**config.mk**
```make
export PLATFORM = sky130hd
export DESIGN_NAME = i2cseq_master
export DESIGN_NICKNAME = d
export VERILOG_FILES = /design/src/rtl/i2cseq_pkg.sv /design/src/rtl/i2cseq_sync.sv /design/src/rtl/i2cseq_engine.sv /design/src/rtl/i2cseq_master.sv
export SDC_FILE = /design/constraint.sdc
export NUM_CORES = 1
export LEC_CHECK = 0
export ABC_AREA = 1
export BUFFER_PORTS_ARGS = -buffer_cell sky130_fd_sc_hd__buf_2
export CORE_ASPECT_RATIO = 0.75
export CORE_UTILIZATION = 51
export DETAILED_ROUTE_END_ITERATION = 12
export GPL_ROUTABILITY_DRIVEN = 1
export PLACE_DENSITY = 0.79
export SETUP_SLACK_MARGIN = 0.05
export SKIP_LAST_GASP = 1
export SYNTH_ARGS = -nofsm -noshare
export SYNTH_HDL_FRONTEND = slang
export SYNTH_SLANG_ARGS = --single-unit
```
**constraint.sdc**
```tcl
create_clock -name clk -period 3.2 [get_ports clk]
set_input_delay 0.8 -clock clk [delete_from_list [all_inputs] [get_ports clk]]
set_output_delay 0.8 -clock clk [all_outputs]
set_load 0.005 [all_outputs]
```
**src/rtl/i2cseq_pkg.sv**
```systemverilog
`timescale 1ns/1ps
package i2cseq_pkg;
    localparam int BYTE_W    = 8;
    localparam int BIT_CNT_W = $clog2(BYTE_W);
    localparam int FLAG_N    = 4;

    localparam logic [1:0] A_CTRL = 2'd0;
    localparam logic [1:0] A_STAT = 2'd1;
    localparam logic [1:0] A_IEN  = 2'd2;
    localparam logic [1:0] A_DATA = 2'd3;

    // bus phases; each advances on one timing strobe
    typedef enum logic [3:0] {
        ST_IDLE, ST_RS_LO, ST_RS_HI, ST_SDA_DN, ST_SCL_DN, ST_HOLD,
        ST_BIT_LO, ST_BIT_HI, ST_WAIT_LO, ST_ACK_LO, ST_ACK_HI,
        ST_STP_LO, ST_STP_HI, ST_STP_REL
    } seq_state_e;

    // bit order matches status bits 3..0
    typedef struct packed {
        logic al;
        logic tack;
        logic hold;
        logic dte;
    } flags_t;
endpackage

```
**src/rtl/i2cseq_sync.sv**
```systemverilog
`timescale 1ns/1ps
module i2cseq_sync #(
    parameter int W      = 2,
    parameter int STAGES = 2
) (
    input  logic         clk,
    input  logic         rst_n,
    input  logic [W-1:0] din,
    output logic [W-1:0] dout
);
    logic [STAGES-1:0][W-1:0] pipe_d, pipe_q;

    generate
        if (STAGES > 1) begin : g_multi
            always_comb pipe_d = {pipe_q[STAGES-2:0], din};
        end else begin : g_single
            always_comb pipe_d = din;
        end
    endgenerate

    always_ff @(posedge clk or negedge rst_n) begin
        if (!rst_n) pipe_q <= '1;   // idle bus reads high
        else        pipe_q <= pipe_d;
    end

    assign dout = pipe_q[STAGES-1];
endmodule

```
**src/rtl/i2cseq_engine.sv**
```systemverilog
`timescale 1ns/1ps
module i2cseq_engine
    import i2cseq_pkg::*;
(
    input  logic              clk,
    input  logic              rst_n,
    input  logic              tick,
    input  logic              enable,
    input  logic              tx_dir,
    input  logic              nack_ctl,
    input  logic              hold_bus,
    input  logic              start_pulse,
    input  logic              rx_restart,
    input  logic              load_pulse,
    input  logic [BYTE_W-1:0] load_data,
    input  logic              wait_flag,
    input  logic              sda_s,
    output logic              scl_oe,
    output logic              sda_oe,
    output logic              busy,
    output logic [BYTE_W-1:0] shift_out,
    output logic              set_dte,
    output logic              set_wait,
    output logic              set_tack,
    output logic              set_al
);
    typedef struct packed {
        seq_state_e           st;
        logic [BIT_CNT_W-1:0] cnt;
        logic [BYTE_W-1:0]    sh;
        logic [BYTE_W-1:0]    txd;
        logic                 load;
        logic                 start;
        logic                 rxb;
        logic                 rxgot;
        logic                 nackb;
    } eng_t;

    localparam eng_t ENG_RST = '{st: ST_IDLE, default: '0};
    localparam logic [BIT_CNT_W-1:0] LAST_BIT = BIT_CNT_W'(BYTE_W - 1);

    eng_t q, d;

    always_comb begin
        d        = q;
        set_dte  = 1'b0;
        set_wait = 1'b0;
        set_tack = 1'b0;
        set_al   = 1'b0;
        if (load_pulse) begin
            d.txd  = load_data;
            d.load = 1'b1;
        end
        if (start_pulse) d.start = 1'b1;
        if (rx_restart)  d.rxgot = 1'b0;
        if (!enable) begin
            d.st    = ST_IDLE;
            d.start = 1'b0;
            d.load  = 1'b0;
        end else if (tick) begin
            unique case (q.st)
                ST_IDLE: if (q.start) begin
                    d.st    = ST_RS_HI;
                    d.start = 1'b0;
                end
                ST_RS_LO:  d.st = ST_RS_HI;
                ST_RS_HI:  d.st = ST_SDA_DN;
                ST_SDA_DN: d.st = ST_SCL_DN;
                ST_SCL_DN: begin
                    d.st    = ST_HOLD;
                    set_dte = 1'b1;
                end
                ST_HOLD: begin
                    if (q.start) begin
                        d.st    = ST_RS_LO;
                        d.start = 1'b0;
                    end else if (!tx_dir) begin
                        if (!q.rxgot || !nack_ctl) begin
                            d.st    = ST_BIT_LO;
                            d.cnt   = '0;
                            d.rxb   = 1'b1;
                            d.rxgot = 1'b1;
                        end else begin
                            d.st = ST_STP_LO;
                        end
                    end else if (q.load) begin
                        d.st   = ST_BIT_LO;
                        d.cnt  = '0;
                        d.sh   = q.txd;
                        d.load = 1'b0;
                        d.rxb  = 1'b0;
                    end else if (!hold_bus) begin
                        d.st = ST_STP_LO;
                    end
                end
                ST_BIT_LO: d.st = ST_BIT_HI;
                ST_BIT_HI: begin
                    if (!q.rxb && q.sh[BYTE_W-1] && !sda_s) set_al = 1'b1;
                    d.sh = {q.sh[BYTE_W-2:0], sda_s};
                    if (q.cnt == LAST_BIT) begin
                        d.st     = ST_WAIT_LO;
                        set_wait = 1'b1;
                    end else begin
                        d.cnt = q.cnt + BIT_CNT_W'(1);
                        d.st  = ST_BIT_LO;
                    end
                end
                ST_WAIT_LO: if (!wait_flag) begin
                    d.nackb = nack_ctl;
                    d.st    = ST_ACK_LO;
                end
                ST_ACK_LO: d.st = ST_ACK_HI;
                ST_ACK_HI: begin
                    if (!q.rxb && sda_s) set_tack = 1'b1;
                    set_dte = 1'b1;
                    d.st    = ST_HOLD;
                end
                ST_STP_LO:  d.st = ST_STP_HI;
                ST_STP_HI:  d.st = ST_STP_REL;
                ST_STP_REL: d.st = ST_IDLE;
                default:    d.st = ST_IDLE;
            endcase
        end
    end

    always_ff @(posedge clk or negedge rst_n) begin
        if (!rst_n) q <= ENG_RST;
        else        q <= d;
    end

    always_comb begin
        unique case (q.st)
            ST_SDA_DN, ST_SCL_DN, ST_STP_LO, ST_STP_HI: sda_oe = 1'b1;
            ST_BIT_LO, ST_BIT_HI: sda_oe = !q.rxb && !q.sh[BYTE_W-1];
            ST_ACK_LO, ST_ACK_HI: sda_oe = q.rxb && !q.nackb;
            default:              sda_oe = 1'b0;
        endcase
        scl_oe = q.st inside {ST_RS_LO, ST_SCL_DN, ST_HOLD, ST_BIT_LO,
                              ST_WAIT_LO, ST_ACK_LO, ST_STP_LO};
    end

    assign busy      = (q.st != ST_IDLE);
    assign shift_out = q.sh;

    AST_SDA_STABLE_SCL_HIGH: assert property (@(posedge clk) disable iff (!rst_n)
        ((q.st == ST_BIT_HI || q.st == ST_ACK_HI) && $past(q.st) == q.st) |-> $stable(sda_oe))
        else $error("SDA moved while SCL high in a bit");

    AST_BUSY_ENDS_AFTER_STOP: assert property (@(posedge clk) disable iff (!rst_n)
        ($fell(busy) && enable) |-> $past(q.st) == ST_STP_REL)
        else $error("BUSY cleared without a STOP");
endmodule

```
**src/rtl/i2cseq_master.sv**
```systemverilog
`timescale 1ns/1ps
module i2cseq_master
    import i2cseq_pkg::*;
#(
    parameter int SYNC_STAGES = 2
) (
    input  logic              clk,
    input  logic              rst_n,
    input  logic              bus_tick,
    input  logic [1:0]        reg_addr,
    input  logic              reg_wr,
    input  logic [BYTE_W-1:0] reg_wdata,
    output logic [BYTE_W-1:0] reg_rdata,
    output logic              irq,
    input  logic              scl_i,
    input  logic              sda_i,
    output logic              scl_oe,
    output logic              sda_oe
);
    typedef struct packed {
        logic              en;
        logic              nack;
        logic              dir;
        logic              bbsy;
        logic [FLAG_N-1:0] ien;
        flags_t            fl;
    } regs_t;

    regs_t q, d;
    logic [1:0] bus_s;   // {scl, sda}
    logic busy, set_dte, set_wait, set_tack, set_al;
    logic start_p, rxr_p, load_p, ctrl_wr;
    logic [BYTE_W-1:0] shift_byte;

    i2cseq_sync #(.W(2), .STAGES(SYNC_STAGES)) u_sync (
        .clk(clk), .rst_n(rst_n), .din({scl_i, sda_i}), .dout(bus_s));

    assign ctrl_wr = reg_wr && (reg_addr == A_CTRL);
    assign start_p = ctrl_wr && reg_wdata[7] && reg_wdata[4] && reg_wdata[2];
    assign rxr_p   = ctrl_wr && reg_wdata[0];
    assign load_p  = reg_wr && (reg_addr == A_DATA);

    i2cseq_engine u_eng (
        .clk(clk), .rst_n(rst_n), .tick(bus_tick),
        .enable(q.en), .tx_dir(q.dir), .nack_ctl(q.nack), .hold_bus(q.bbsy),
        .start_pulse(start_p), .rx_restart(rxr_p),
        .load_pulse(load_p), .load_data(reg_wdata),
        .wait_flag(q.fl.hold), .sda_s(bus_s[0]),
        .scl_oe(scl_oe), .sda_oe(sda_oe), .busy(busy), .shift_out(shift_byte),
        .set_dte(set_dte), .set_wait(set_wait), .set_tack(set_tack), .set_al(set_al));

    always_comb begin
        d = q;
        if (reg_wr) begin
            unique case (reg_addr)
                A_CTRL: begin
                    d.en   = reg_wdata[7];
                    d.nack = reg_wdata[6];
                    d.dir  = reg_wdata[4];
                    d.bbsy = reg_wdata[2];
                end
                A_STAT: d.fl  = flags_t'(q.fl & reg_wdata[FLAG_N-1:0]);
                A_IEN:  d.ien = reg_wdata[FLAG_N-1:0];
                default: ;
            endcase
        end
        if (set_dte)  d.fl.dte  = 1'b1;
        if (set_wait) d.fl.hold = 1'b1;
        if (set_tack) d.fl.tack = 1'b1;
        if (set_al)   d.fl.al   = 1'b1;
    end

    always_ff @(posedge clk or negedge rst_n) begin
        if (!rst_n) q <= '0;
        else        q <= d;
    end

    always_comb begin
        unique case (reg_addr)
            A_CTRL:  reg_rdata = {q.en, q.nack, 1'b0, q.dir, 1'b0, q.bbsy, 2'b00};
            A_STAT:  reg_rdata = {bus_s[1], bus_s[0], 1'b0, busy, q.fl};
            A_IEN:   reg_rdata = {{(BYTE_W-FLAG_N){1'b0}}, q.ien};
            default: reg_rdata = shift_byte;
        endcase
    end

    assign irq = |(q.fl & q.ien);

    AST_WAIT_HOLDS_SCL: assert property (@(posedge clk) disable iff (!rst_n)
        (q.fl.hold && q.en && busy) |-> scl_oe)
        else $error("SCL released while WAIT pending");

    AST_DTE_AFTER_WAIT: assert property (@(posedge clk) disable iff (!rst_n)
        $rose(q.fl.dte) |-> !q.fl.hold)
        else $error("DTE rose ahead of WAIT release");

    AST_AL_WHEN_RELEASED: assert property (@(posedge clk) disable iff (!rst_n)
        $rose(q.fl.al) |-> !$past(sda_oe))
        else $error("AL raised while SDA was driven");
endmodule

```
* Yosys cells after proc, flatten, opt, wreduce, memory -nomap -nowiden *
Index checks and enable logic that the tools add are counted.

storage, ports and cells
  register bits after elaboration = 44
  logic and storage cells = 161
  bits of input ports = 16

operators by class
  bitwise logic cells = 4
  muxes and demuxes = 60
  add/subtract/negate cells = 1
  reduce and logical (&&, ||, !) cells = 49
  equal/unequal tests = 27

operators with widths
  operator                                       number
  case mux 4 bit (12 select lines)               1
  two-way mux 4 bit                              10
  two-way mux 1 bit                              33
  case mux 8 bit (3 select lines)                1
  two-way mux 11 bit                             2
  case mux 11 bit (2 select lines)               1
  == test 4 bit, second input constant           5
  nonzero test 2 bit                             10
  == test 4 x 3 -> 1 bit, second input constant  4
  two-way mux 15 bit                             1
  AND reduction 2 bit                            6
  AND reduction 6 bit                            2
  logical AND 1 bit                              11
  two-way mux 2 bit                              5
  != test 3 x 2 -> 1 bit, second input constant  3
  bitwise AND 4 bit                              2
  == test 4 x 2 -> 1 bit, second input constant  2
  two-way mux 8 bit                              1
  != test 2 bit, second input constant           4
  AND reduction 4 bit                            2
  OR reduction 2 bit                             4
  OR reduction 4 bit                             2
  two-way mux 7 bit                              1
  AND reduction 7 bit                            1
  other kinds (18)                               27

* Logic depth before layout (Yosys ltp) *
Gate-level depths: netlist of run 1.

  depth in word-level cells = 10
  mapped depth = 11
  depth with buffers taken out = 10

* By module *
From an unflattened synthesis of run 1, not the netlist that was laid out.

unflattened totals
  cell total of the unflattened synthesis = 335
  area, all modules = 2,518.7 um^2

modules (own cells, without submodules)
  module         area an instance (um^2)  instances  cells each
  i2cseq_engine  1,712.9                  1          228
  i2cseq_master  700.7                    1          103
  i2cseq_sync    105.1                    1          4

* Worst setup path after synthesis of run 1 *
Ideal clock, no wire load.

  kind = input to output
  start = input reg_addr[0]
  end = output reg_rdata[1]
  setup slack = 1.064 ns
  path buffers = 0
  data required time = 2.400 ns
  data arrival time = 1.336 ns
  cell stages on the path = 4
  cells stage by stage = inv_1 > nor2_1 > inv_1 > o221ai_1

on the way
  word-level cells in the longest chain between the ends = 2
  elaborated cells between the ends (all ways) = 4
  classes of those cells = eq/ne: 2; mux: 1; reduce/logical: 1

RTL lines
  item                                         RTL line             text
  start, declared                              i2cseq_master.sv:10  input logic [1:0] reg_addr,
  == test 2 bit, or another cell as far along  i2cseq_master.sv:79  unique case (reg_addr)
  case mux 8 bit (3 select lines) *            i2cseq_master.sv:79
  end, declared                                i2cseq_master.sv:13  output logic [BYTE_W-1:0] reg_rdata,

Every way passes the cells marked *; elsewhere a longest branch is shown, timed or not.

* Worst setup path in the final report of run 1 *
  start = input reg_addr[0]
  end = output reg_rdata[2]

Same word-level chain as after synthesis.

==> results.md, run 1 <==
Finish:
- Leaving out filler cells and counting taps, the final layout contains 425.
- At the end of the flow the core is filled with cells to 0.598.
- The area growth from synthesis to layout is 10.1%.
- The library cell used most frequently in the layout, excluding fill and tap cells, is sky130_fd_sc_hd__nand2_1.
- The library cells used most frequently in the layout, excluding fill and tap cells, are sky130_fd_sc_hd__nand2_1 (125), sky130_fd_sc_hd__inv_1 (44), sky130_fd_sc_hd__dfrtp_1 (40).
- For this run, the post-layout net count is 385.
- The share of post-route cells with drive strength above 1 is 0.155.
- The number of antenna diodes in the final layout is 0.

Pwr:
- For this design the static power due to leakage is 1.46 nW.
- Dividing total power by cell area gives a power density of 433 nW/um^2.
- VDD sags by at most 0.310 mV.

Clocking:
- The H-tree was split into 2 levels.
- The insertion delay to the later sink of the worst-skew pair is 300 ps.
- Hold repair after CTS inserted 0 buffers.
- The number of gates resized after CTS is 0.
- The TritonCTS clock tree is done.
- The total CTS buffers is 5.
- Counting along the longest clock path gives a buffer depth of 2.
- The tree is rooted in a sky130_fd_sc_hd__clkbuf_8.
- The buffers inserted during post-CTS setup optimization is 0.
- Clock tree synthesis found a total of 44 sinks.
- The clock-pin slew on the worst setup and hold paths is 90 ps.

Critical path:
- The depth of the most critical reg-to-reg path is 6.
- The worst setup path is captured at an output port.
- Walking the worst path, the cells encountered are buf_2 -> inv_1 -> nor2_1 -> nand2_1 -> o2111ai_1 -> buf_2.
- For the worst setup path, the data arrival time is 1870 ps.
- The flop-to-flop setup slack is 1570 ps.
- In this run the critical register-to-register path is captured at u_eng.shift_out[1]$_DFFE_PN0P_.
- The worst register-to-register path begins at u_eng.q[25]$_DFFE_PN0P_.
- The category of the worst setup path launch point is an input pin.
- The worst stage delay on the critical path is 480 ps.
- The most prevalent standard cell on the critical path is sky130_fd_sc_hd__buf_2.
- Of all nets on the critical path, the largest fanout is 8.
- The data required time at the worst endpoint is 2400 ps.
- The largest individual stage delay along the critical path comes from the cell sky130_fd_sc_hd__nor2_1.
- The critical path is of the input pin to output port type.

Placed design:
- During placement, the flow inserted port buffers numbering 26.
- Routability-driven placement finished with a final weighted congestion of 0.946.
- The HPWL after detailed placement is 4380 microns.
- The number of cells after detailed placement is 417.

Logic synthesis:
- By area the synthesized netlist is led by sky130_fd_sc_hd__dfrtp_1 (40%), sky130_fd_sc_hd__nand2_1 (19%), sky130_fd_sc_hd__o21ai_0 (7.3%), sky130_fd_sc_hd__inv_1 (6.6%), sky130_fd_sc_hd__dfstp_2 (4.2%).
- The number of nets in the synthesized netlist is 359.
- A synthesized cell averages 7.28 sq um.
- The most area-hungry cell type in the Yosys netlist is sky130_fd_sc_hd__dfrtp_1.
- The share of the Yosys chip area taken by registers is 0.445.
- The cell count after synthesis came out at 341.
- The Yosys warning count is 0.
- The cell area after synthesis is 2480 sq um.
- Of the post-synthesis cell area, the dominant cell type holds 0.403.
- The number of flip-flops and latches in the synthesized netlist is 44.
- The number of distinct library cells after synthesis is 29.

Min path:
- The hold-critical path depth is 0.
- The worst hold path begins at u_sync.pipe_d[2]$_DFF_PN1_.
- The worst min-delay path category is flip-flop to flip-flop.
- The terminating pin of the worst hold path is u_sync.dout[0]$_DFF_PN1_.

Floorplanning:
- The initial utilization of the core area, before any placement, comes to 0.543.
- The count of pins on the block boundary is 27.
- Measured along the y axis, the die boundary spans 62.4 microns.
- The area inside the core boundary is 4570 sq um.
- The floorplan step defined a die boundary enclosing 5160 sq um.
- The number of cell rows is 21.
- The width of the die is 82.6 microns.

GRT:
- The number of antenna violations at the first check in global routing is 0.
- The global-route usage over all layers is 0.259.
- The pin count of the biggest net entering global routing is 45.
- The via count of the first global-routing pass is 2146.
- The wire length of the first global-routing pass is 10100 microns.
- The total congestion overflow after global routing is 0.

Timing:
- The number of failing hold endpoints at the final stage was 0.
- For the final database, setup skew stands at 6.21 ps.
- Based on the critical path, the design can be clocked at up to 375 MHz.
- For the finished layout, the period the worst path requires is 2670 ps.
- The transition time at the pin with the least slew margin is 976 ps.
- In the finished design, the share of the clock period the worst path needs comes to 0.834.
- Adding up every negative setup slack in the final design gives 0 ps.
- Setup repair after global routing left no endpoint under its margin.
- The worst pin sits at a relative slew slack of 0.349.
- The number of slew-limit violations in the final report is 0.
- Setup violations remaining at the end of the flow were counted as 0.

Route:
- The pre-antenna-repair detailed-routing pass consisted of 5 iterations.
- The total vias in the final route is 2277.
- In the routed design, unresolved DRC markers number 0.
- The number of nets still failing antenna checks after routing is 0.
- After detailed routing, the average wire length per cell comes to 13.8 microns.
- The DRC marker count from the first detailed-route iteration is 217.
- Summed over all layers, the routed wires come to 5860 microns.
- After detailed routing, the number of vias per cell comes to 5.36.

Status:
- The flow ran to the end, and the final reports show no timing, DRC or antenna violations.

Run:
- The tool flagged a number of max-cap violations equal to 0.
cells in the mapped netlist (all sizes together):
library cell,n
nand2,130
inv,48
dfrtp,40
o21ai,37
nor2,33
nand3,14
nand4,10
buf,6
a21oi,5
o221ai,5
dfstp,4
ha,2
o211ai,2
clkbuf,1
mux2,1
nand3b,1
nor3,1
o2111ai,1
final cells by class:
| type | instances | area [sq um] |
|---|---|---|
| flip-flops and latches | 44 | 1110 |
| multi-input cells | 242 | 1150 |
| well taps | 57 | 71.3 |
| repair buffers | 26 | 130 |
| clock buffers | 5 | 68.8 |
| clock inverters | 3 | 23.8 |
| inverters | 48 | 180 |
| fillers | 433 | 1840 |
cells by family after synthesis:
logic type	synth area share
AOI/OAI and AO/OA	0.121
adders and majority gates	0.0101
buffers and inverters	0.0897
DFF	0.445
muxes	0.00453
and+or+nand+nor	0.329
metal layers:
metal  vias to the layer above  track usage  wire length [microns]
met4                         0       0.0733                     68
li1                       1138            -                      -
met5                         -            0                      0
met1                      1039        0.404                   2780
met2                        92        0.368                   2450
met3                         8       0.0438                    553
report_power, final:
part	internal, mW	switching (mW)	total, mW
sequential	0.597	0.0443	0.642
clock	0.155	0.208	0.363
combinational	0.0616	0.119	0.180
worst max path at each step:
stage	from	to	slack (ps)	cells past startpoint
final	reg_addr[0]	reg_rdata[2]	530	6
after global routing	reg_addr[0]	reg_rdata[2]	430	6
after CTS	reg_addr[0]	reg_rdata[2]	550	6
after detailed placement	reg_addr[0]	reg_rdata[2]	570	6
after global placement	reg_addr[0]	reg_rdata[1]	630	6
after floorplan	reg_addr[0]	reg_rdata[1]	1060	4
worst max-delay path: cells and delay by family:
kind                   cells  cell delay [ps]
and+or+nand+nor            2              640
buffers and inverters      3              310
AOI/OAI and AO/OA          1              120
flip-flops by register name (all words and copies together) (netlist names):
name             flops
u_eng.q             20
u_eng.shift_out      8
q                   12
u_sync.pipe_d        2
u_sync.dout          2
per-stage QoR:
stage | area, sq um | hold WS [ps] | power [mW] | setup slack, ps
final | 2740 | 355 | 1.19 | 530
after global routing | 2740 | 350 | 1.25 | 435
after CTS | 2740 | 356 | 1.19 | 548
after detailed placement | 2640 | 347 | 0.830 | 567
after global placement | 2640 | 346 | 0.825 | 629
after floorplan | 2480 | 345 | 0.760 | 1060
Power figures use the tool's default switching activity.
==> inputs of run 2 (changes only) <==
clock period = 2.6 ns   (was 3.2 ns; I/O delays follow)
==> run 2 against run 1 <==
Sequential power grew 23%. Via count grew 2.6%. First-iteration DRC count grew 30%. Die area is the same. Sequential share of layout area shrank 0.11 points. Global-route usage shrank 0.27 points. Routed wire length grew 1.4%. Non-clock buffer count grew 2. Sequential cell count is the same.
==> results.md, run 2 (synthesized netlist as in run 1, its figures left out) <==
Finish:
- The most common library cell in the layout ignoring fill and taps is sky130_fd_sc_hd__nand2_1.
- The layout overhead on the synthesized area is 10.4%.
- The number of nets in the final layout is 387 (+0.52%).
- The antenna diode instance count is 0 (unchanged).
- The post-route standard cell area excluding fillers is 2740 sq um (+0.27%).
- The register name with the most flops is u_eng.q.
- The count of non-filler cells in the finished layout is 427 (+0.47%).
- The number of flip-flops in the largest register is 20 (unchanged).
- The share of post-route cells with drive strength above 1 is 0.154 (-0.000837).
- The top cell types in the final layout, fill and taps aside, are sky130_fd_sc_hd__nand2_1 (125), sky130_fd_sc_hd__inv_1 (44), sky130_fd_sc_hd__dfrtp_1 (40).

Route:
- The number of vias per cell is 5.47 (+2.1%).
- The number of nets still failing antenna checks after routing came to 0 (unchanged).
- The post-route DRC violation count is 0 (unchanged).
- The total vias in the final route is 2336 (+2.6%).
- The sum of routed wire length over all layers came to 5940 microns (+1.4%).
- The DRC marker count from the first detailed-route iteration is 282 (+30%).
- The first-pass iteration count of the detailed router is 6 (+1).
- The routed wirelength normalized by instance count is 13.9 microns (+0.89%).

Critical path:
- The worst setup path is launched from a flip-flop.
- The data required time at the worst endpoint is 1950 ps (-450 ps).
- The data arrival at the endpoint of the critical path is 1660 ps (-210 ps).
- The worst setup path is captured at an output port.
- The largest driver fanout on the critical path was 9 (+1).
- The worst flop-to-flop path startpoint is u_eng.q[25]$_DFFE_PN0P_.
- The critical path is of the flip-flop to output port type.
- The critical path starts at u_eng.q[25]$_DFFE_PN0P_.

Clocking:
- The buffers inserted during post-CTS setup optimization was 0 (unchanged).
- The TritonCTS clock tree is done.
- The number of buffers added to fix hold violations after cts is 0 (unchanged).
- The total CTS buffers is 5 (unchanged).
- The clock tree root driver cell is sky130_fd_sc_hd__clkbuf_8.
- The maximum level of the CTS H-tree is 2 (unchanged).
- The number of gates resized after CTS is 0 (unchanged).
- The clock-pin slew on the worst setup and hold paths is 80 ps (about the same).
- The total clock sinks was 44 (unchanged).
- The buffer levels on the longest clock path came to 2 (unchanged).
- The insertion delay to the later sink of the worst-skew pair is 290 ps (about the same).

Timing:
- The number of failing hold endpoints at the final stage is 0 (unchanged).
- The clock period could shrink to 2310 ps.
- Setup repair after global routing left no endpoint under its margin.
- The final count of negative-setup-slack endpoints was 0 (unchanged).
- The transition time at the pin with the least slew margin is 600 ps (-376 ps).
- Derived from the worst setup path, the maximum achievable clock frequency is 433 MHz.
- The number of slew-limit violations in the final report is 0 (unchanged).
- The headroom to the max-slew limit is 0.599 (+0.250).
- The worst setup skew after layout came to 6.12 ps (-0.0834 ps).
- The final-layout setup total negative slack is 0 ps (unchanged).
- In the finished design, the share of the clock period the worst path needs comes to 0.888.

Run:
- The max-cap check violation count is 0 (unchanged).

GRT:
- The wire length of the first global-routing pass is 9960 microns (-0.90%).
- The number of antenna violations at the first check in global routing is 0 (unchanged).
- The total congestion overflow after global routing came to 0 (unchanged).
- The via count of the first global-routing pass is 2126 (-0.93%).
- The pin count of the biggest net entering global routing is 45 (unchanged).
- The global-route usage over all layers came to 0.257 (-0.00268).

Placed design:
- The cell area after placement is 2660 sq um (+0.57%).
- The number of cells after detailed placement is 419 (+0.48%).
- The count of buffers inserted at the top-level ports was 26 (unchanged).
- The detailed-placement wirelength estimate is 4420 microns (+0.87%).
- The final RePlAce weighted congestion is 0.919 (-2.9%).

Pwr:
- The maximum vdd ir drop is 0.368 mV (+19%).
- The proportion of power drawn by the clock network is 0.291 (-0.015).
- The leakage power was 1.48 nW (+0.82%).
- The net switching power is 0.428 mW (+15%).
- The total power divided by cell area came to 523 nW/um^2 (+21%).
- The part of the power in combinational logic is 0.158 (+0.006).
- The proportion of power drawn by flip-flops and latches is 0.551 (+0.010).
- The fraction of power spent switching nets is 0.299 (-0.0148).
- The internal power component came to 1.01 mW (+24%).

Min path:
- The startpoint identified for the worst hold timing path is u_sync.pipe_d[3]$_DFF_PN1_.
- The worst hold path belongs to the class flip-flop to flip-flop.

Status:
- The run finished with clean final reports.

Floorplanning:
- The count of pins on the block boundary is 27 (unchanged).
- The area inside the core boundary was 4570 sq um (unchanged).
- The width of the die came to 82.6 microns (unchanged).
- The die extent in y is 62.4 microns (unchanged).
- The area of the die is 5160 sq um (unchanged).
- The number of cell rows is 21 (unchanged).
- The initial cell density of the core is 0.543 (unchanged).
run 2: cell count changes in the layout (fill, tap and decap cells not counted):
cell	change
sky130_fd_sc_hd__clkbuf_1	+2
sky130_fd_sc_hd__buf_4	+2
sky130_fd_sc_hd__clkinvlp_4	-2
run 2: critical path, stage by stage (launching register included):
cell	delay [ps]
sky130_fd_sc_hd__dfrtp_1	520
sky130_fd_sc_hd__nor2_2	320
sky130_fd_sc_hd__nand2_1	160
sky130_fd_sc_hd__nand2_1	100
sky130_fd_sc_hd__o221ai_1	120
sky130_fd_sc_hd__buf_2	160
run 2: per-stage QoR:
step	hold slack [ps]	worst slack, ps	total power [mW]	util
6_report	358	292	1.43	0.600
5_1_grt	362	229	1.52	0.600
4_1_cts	359	295	1.45	0.600
3_5_place_dp	347	531	1.02	0.581
3_3_place_gp	347	546	1.02	0.581
2_1_floorplan	345	764	0.935	-
run 2: power groups by stage:
stage	clock network, mW	registers, mW	logic (mW)
after global routing	0.464	0.798	0.259
after global placement	0	0.801	0.216
final	0.417	0.790	0.226
after detailed placement	0	0.802	0.223
after CTS	0.433	0.789	0.224
after floorplan	0	0.773	0.162
run 2: layout make-up:
class,count,area (sq um)
repair buffers,28,145
well taps,57,71.3
fillers,439,1830
clock buffers,7,76.3
inverters,48,180
clock inverters,1,8.76
multi-input cells,242,1150
flip-flops and latches,44,1110
run 2: final timing paths:
check	endpoint	slack, ps	cells after the start
worst max-delay path	reg_rdata[4]	290	5
worst max register to register	u_eng.shift_out[0]$_DFFE_PN0P_	970	6
worst min-delay path	u_sync.dout[1]$_DFF_PN1_	360	0
max in group asynchronous	u_sync.pipe_d[3]$_DFF_PN1_	1790	2
min in group asynchronous	u_eng.q[8]$_DFFE_PN0P_	430	2
worst min register to register	u_sync.dout[1]$_DFF_PN1_	360	0
run 2: per-layer routing:
| metal | global-route usage | wire length [microns] |
|---|---|---|
| met1 | 0.394 | 2960 |
| met2 | 0.361 | 2500 |
| met3 | 0.0715 | 449 |
| met4 | 0.0539 | 30 |
| met5 | 0 | 0 |
